File: src/rtl/bus_vis_pkg.sv
package bus_vis_pkg;

  typedef enum logic [1:0] {
    MODE_SINGLE = 2'b00,
    MODE_EXPAND = 2'b01,
    MODE_BOOT   = 2'b10,
    MODE_TEST   = 2'b11
  } op_mode_e;

  // Modes without an external bus: the bit gates the E pin.
  function automatic logic mode_gates_e(input op_mode_e m);
    return (m == MODE_SINGLE) || (m == MODE_BOOT);
  endfunction

  // Modes with an external bus: the bit enables read visibility.
  function automatic logic mode_has_bus(input op_mode_e m);
    return (m == MODE_EXPAND) || (m == MODE_TEST);
  endfunction

  // Value the bit takes while reset is held.
  function automatic logic reset_value(input op_mode_e m);
    return (m == MODE_TEST);
  endfunction

  function automatic logic e_pin_value(input logic in_reset, input op_mode_e m,
                                       input logic vis, input logic e_raw);
    if (in_reset) return e_raw;
    if (mode_gates_e(m) && vis) return 1'b0;
    return e_raw;
  endfunction

  function automatic logic pin_oe_value(input logic in_reset, input op_mode_e m,
                                        input logic vis, input logic rd_cycle);
    return !in_reset && mode_has_bus(m) && vis && rd_cycle;
  endfunction

endpackage

File: src/rtl/bus_vis_mode_latch.sv
module bus_vis_mode_latch
  import bus_vis_pkg::*;
(
  input  logic       clk,
  input  logic       rst_n,
  input  logic [1:0] mode_i,
  output op_mode_e   mode_o
);

  op_mode_e mode_q;

  // Track the strap while reset is low, freeze once it is released.
  always_ff @(posedge clk) begin
    if (!rst_n) mode_q <= op_mode_e'(mode_i);
  end

  assign mode_o = mode_q;

  AST_MODE_FROZEN: assert property (@(posedge clk) disable iff (!rst_n)
    rst_n |=> $stable(mode_q));

endmodule

File: src/rtl/bus_vis_once_reg.sv
module bus_vis_once_reg
  import bus_vis_pkg::*;
(
  input  logic     clk,
  input  logic     rst_n,
  input  op_mode_e mode_cur,
  input  logic     mode_raw_test,
  input  logic     wr_en_i,
  input  logic     wr_data_i,
  output logic     vis_o,
  output logic     locked_o,
  output logic     wr_take_o
);

  logic vis_q;
  logic done_q;
  logic wr_take;

  // Named event: the one write that is allowed to land.
  assign wr_take = wr_en_i && !done_q;

  always_ff @(posedge clk) begin
    if (!rst_n) begin
      vis_q  <= mode_raw_test;
      done_q <= 1'b0;
    end else if (wr_take) begin
      vis_q  <= wr_data_i;
      done_q <= 1'b1;
    end
  end

  assign vis_o     = vis_q;
  assign locked_o  = done_q;
  assign wr_take_o = wr_take;

  AST_RESET_VALUE: assert property (@(posedge clk) disable iff (!rst_n)
    $rose(rst_n) |-> (vis_q == reset_value(mode_cur)));

  AST_FIRST_WRITE: assert property (@(posedge clk) disable iff (!rst_n)
    (wr_en_i && !done_q) |=> (vis_q == $past(wr_data_i)));

  AST_WRITE_ONCE: assert property (@(posedge clk) disable iff (!rst_n)
    done_q |=> ($stable(vis_q) && done_q));

endmodule

File: src/rtl/bus_vis_pin_ctrl.sv
module bus_vis_pin_ctrl
  import bus_vis_pkg::*;
#(
  parameter int DATA_W = 8
) (
  input  logic              clk,
  input  logic              rst_n,
  input  op_mode_e          mode_cur,
  input  logic              vis_i,
  input  logic              int_rd_i,
  input  logic [DATA_W-1:0] int_data_i,
  input  logic              e_clk_i,
  output logic [DATA_W-1:0] ext_data_o,
  output logic              ext_oe_o,
  output logic              e_pin_o
);

  logic in_reset;
  logic oe;
  logic e_blocked;

  assign in_reset  = !rst_n;
  assign oe        = pin_oe_value(in_reset, mode_cur, vis_i, int_rd_i);
  assign e_blocked = !in_reset && mode_gates_e(mode_cur) && vis_i;

  assign ext_oe_o   = oe;
  assign ext_data_o = oe ? int_data_i : '0;
  assign e_pin_o    = e_pin_value(in_reset, mode_cur, vis_i, e_clk_i);

  AST_E_HELD_LOW: assert property (@(posedge clk) disable iff (!rst_n)
    (vis_i && mode_gates_e(mode_cur)) |-> !e_pin_o);

  AST_E_RUNS_BUS: assert property (@(posedge clk) disable iff (!rst_n)
    mode_has_bus(mode_cur) |-> (e_pin_o == e_clk_i));

  AST_OE_ONLY_BUS: assert property (@(posedge clk) disable iff (!rst_n)
    ext_oe_o |-> (mode_has_bus(mode_cur) && vis_i && int_rd_i));

  AST_DATA_QUIET: assert property (@(posedge clk) disable iff (!rst_n)
    !ext_oe_o |-> (ext_data_o == '0));

  AST_GATE_CONSIST: assert property (@(posedge clk) disable iff (!rst_n)
    e_blocked |-> !ext_oe_o);

endmodule

File: src/rtl/bus_vis_ctrl.sv
module bus_vis_ctrl
  import bus_vis_pkg::*;
#(
  parameter int DATA_W = 8
) (
  input  logic              clk,
  input  logic              rst_n,
  input  logic [1:0]        mode_i,
  input  logic              wr_en_i,
  input  logic              wr_data_i,
  output logic              rd_data_o,
  input  logic              int_rd_i,
  input  logic [DATA_W-1:0] int_data_i,
  output logic [DATA_W-1:0] ext_data_o,
  output logic              ext_oe_o,
  input  logic              e_clk_i,
  output logic              e_pin_o
);

  op_mode_e mode_cur;
  logic     vis;
  logic     locked;
  logic     wr_take;
  logic     mode_raw_test;

  assign mode_raw_test = reset_value(op_mode_e'(mode_i));

  bus_vis_mode_latch u_mode (
    .clk    (clk),
    .rst_n  (rst_n),
    .mode_i (mode_i),
    .mode_o (mode_cur)
  );

  bus_vis_once_reg u_bit (
    .clk           (clk),
    .rst_n         (rst_n),
    .mode_cur      (mode_cur),
    .mode_raw_test (mode_raw_test),
    .wr_en_i       (wr_en_i),
    .wr_data_i     (wr_data_i),
    .vis_o         (vis),
    .locked_o      (locked),
    .wr_take_o     (wr_take)
  );

  bus_vis_pin_ctrl #(.DATA_W(DATA_W)) u_pins (
    .clk        (clk),
    .rst_n      (rst_n),
    .mode_cur   (mode_cur),
    .vis_i      (vis),
    .int_rd_i   (int_rd_i),
    .int_data_i (int_data_i),
    .e_clk_i    (e_clk_i),
    .ext_data_o (ext_data_o),
    .ext_oe_o   (ext_oe_o),
    .e_pin_o    (e_pin_o)
  );

  assign rd_data_o = vis;

  AST_READBACK_MOVE: assert property (@(posedge clk) disable iff (!rst_n)
    !$stable(rd_data_o) |-> $past(wr_take));

  AST_LOCK_SETS: assert property (@(posedge clk) disable iff (!rst_n)
    wr_take |=> locked);

  AST_RESET_PINS: assert property (@(posedge clk)
    !rst_n |-> (!ext_oe_o && (e_pin_o == e_clk_i)));

endmodule

File: config.mk
export PLATFORM = sky130hd
export DESIGN_NAME = bus_vis_ctrl
export DESIGN_NICKNAME = d
export VERILOG_FILES = /design/src/rtl/bus_vis_pkg.sv /design/src/rtl/bus_vis_mode_latch.sv /design/src/rtl/bus_vis_once_reg.sv /design/src/rtl/bus_vis_pin_ctrl.sv /design/src/rtl/bus_vis_ctrl.sv
export SDC_FILE = /design/constraint.sdc
export NUM_CORES = 1
export LEC_CHECK = 0
export ABC_AREA = 1
export BUFFER_PORTS_ARGS = -buffer_cell sky130_fd_sc_hd__buf_2
export CAP_MARGIN = 30
export CORE_AREA = 2 2 39 41
export CTS_CLUSTER_SIZE = 8
export DETAILED_ROUTE_END_ITERATION = 7
export DIE_AREA = 0 0 41 43
export GPL_ROUTABILITY_DRIVEN = 0
export MAX_ROUTING_LAYER = met4
export PLACE_DENSITY_LB_ADDON = 0.2
export SKIP_CTS_REPAIR_TIMING = 1
export SLEW_MARGIN = 0
export SYNTH_ARGS = -nofsm -noshare
export SYNTH_HDL_FRONTEND = slang
export SYNTH_SLANG_ARGS = --single-unit
File: constraint.sdc
create_clock -name clk -period 1.1 [get_ports clk]
set_input_delay 0.055 -clock clk [delete_from_list [all_inputs] [get_ports clk]]
set_output_delay 0.055 -clock clk [all_outputs]
set_load 0.005 [all_outputs]
==> results.yml <==
sta:
  layout_setup_ws_ns: -0.00592
  slew_viol_final: 0
  final_hold_viol_count: 0
  setup_tns_ns: -0.00592
  finalCritPeriodShare: 1.01
  fmax_mhz: 904
  finalCriticalPeriod_ns: 1.11
  tightestPinTransition_ns: 0.180
  holdWs_ns: 0.0172
  finClkSkew_ns: 0.00285
  rsz0062_at_grt: "yes"
  setup_viol: 1
  relSlewSlack: 0.879
place:
  hpwlAfterDp_um: 502
  dpl_cell_area_um2: 405
  portBuffers: 26
detailed_routing:
  ant_nets: 0
  route.detailed.drc: 0
  first_pass_iters: 4
  num_vias: 305
  wl_per_cell_um: 7.81
  drt_iter0_markers: 5
  wirelength_um: 617
  viasPerCell: 3.86
cells_and_area:
  post-route-util: 0.316
  drive_gt1_frac: 0.619
  final_common_cell: "buf_2"
  finalNetCount: 80
  area_delta_synth_final_pct: 71.1
  antenna_cells: 0
  final_cell_mix: "26 x buf_2, 11 x inv_1, 8 x nor3_2"
  final_area_um2: 437
synthesis:
  syn-num-nets: 49
  yosysWarnings: 0
  yosysSeqAreaShare: 0.314
  netlist_area_um2: 255
  synth.distinct_cells: 10
  synth_seq_cells: 3
  netlist_instances: 33
  syn_avg_cell_area_um2: 7.73
setup_path:
  timing.rr.start: "u_bit.locked_o"
  arrival_ns: 1.05
  worstPathRequired_ns: 1.04
  setup.worst_path.start_class: "flip-flop"
  reg2reg_to: "u_bit.vis_o"
  r2r_cells: 1
  path_max_fanout: 10
  worst-setup-path-type: "reg -> out"
  endpoint_kind: "primary output"
  rrSetupSlack_ns: 0.31
global_route:
  grt_overflow_total: 0
  grt_max_degree: 11
  grt_pass1_wl_um: 869
  grt_use_total: 0.0761
  antenna_found_initial: 0
  grt_pass1_vias: 225
floorplan:
  rows: 14
  core_um2: 1380
  die-area_um2: 1760
  die_w_um: 41
  die_h_um: 43
  num_io_pins: 27
  initial_core_util: 0.184
min_path:
  hold_path_depth: 1
  hold_path_class: "in -> reg"
  min_to: "u_mode.mode_o[0]"
  hp-start: "mode_i[0]"
power_and_ir_drop:
  leakagePower_nw: 0.261
  power_density_nw_per_um2: 961
  total_power_uw: 420
  vdd_drop_max_mv: 0.444
cts:
  cts_made_buffers: 3
  cts.clk_slew.worst_paths_ns: 0.04
  cts_buffer_depth: 2
  cts_tree: "done"
  clock_latency_ns: 0.23
  clock_tree.htree_level_count: 1
  clockRootBuffer: "clkbuf_4"
  clock-sinks: 3
flow_run:
  maxCapViolCount: 0
run_status:
  violations: "negative setup slack"
  outcome: "complete, but fails checks"
## synth_stat cells
master | n | share of area
inv_1 | 11 | 0.16
nand3_1 | 1 | 0.020
nand2_1 | 2 | 0.029
nand2_2 | 1 | 0.025
nor3_2 | 8 | 0.31
nand2_4 | 1 | 0.044
o21ai_0 | 1 | 0.020
edfxtp_1 | 2 | 0.24
nor2_1 | 5 | 0.074
dfxtp_1 | 1 | 0.078
## worst max-delay path by stage
stage | slack [ns] | startpoint | end | cells after the start
floorplan | 0.32 | u_bit.vis_o | e_pin_o | 3
global placement | 0.23 | u_mode.mode_o[0] | ext_oe_o | 3
detailed placement | 0.22 | u_bit.vis_o | e_pin_o | 4
CTS | -0.03 | u_bit.vis_o | e_pin_o | 4
global route | -0.09 | u_bit.vis_o | e_pin_o | 4
finish | -0.006 | u_bit.vis_o | e_pin_o | 4
## where the power goes
part	internal (mW)	total, mW	switching [mW]
Clock	0.136	0.192	0.0556
Sequential	0.132	0.138	0.00681
Combinational	0.0404	0.0896	0.0492
Total	0.308	0.420	0.112
## flip-flops by register name, indices dropped and copies added, names as in the netlist
signal,count
u_bit.locked_o,1
u_mode.mode_o,1
u_bit.vis_o,1
## metrics by stage
step           cells  setup WS [ns]
3_5_place_dp      75          0.223
3_3_place_gp      75          0.235
5_1_grt           79        -0.0888
4_1_cts           79        -0.0336
2_1_floorplan     33          0.316
6_report          79       -0.00592
## critical path, cell delays in order (launching register included)
cell and delay [ns]:
edfxtp_1 0.41, nand2_4 0.17, nor2_1 0.06, nor2_1 0.07
buf_2 0.11
## cell type report
type,instances,area (µm²)
fillers,166,947
repair buffers,26,130
multi-input cells,19,139
inverters,11,41.3
flip-flops and latches,3,80.1
clock buffers,4,26.3
well taps,16,20.0
## per-layer routing
metal | GRT usage | wire length [µm]
met5 | - | 0
met4 | 0.0600 | 0
met3 | 0.0314 | 108
met2 | 0.106 | 248
met1 | 0.0804 | 259
## kinds of logic after synthesis
| group | Yosys count | share of synthesized area |
|---|---|---|
| AOI/OAI and AO/OA | 1 | 0.0196 |
| and+or+nand+nor | 18 | 0.505 |
| buffers and inverters | 11 | 0.162 |
| DFF | 3 | 0.314 |
Power figures use the tool's default switching activity.
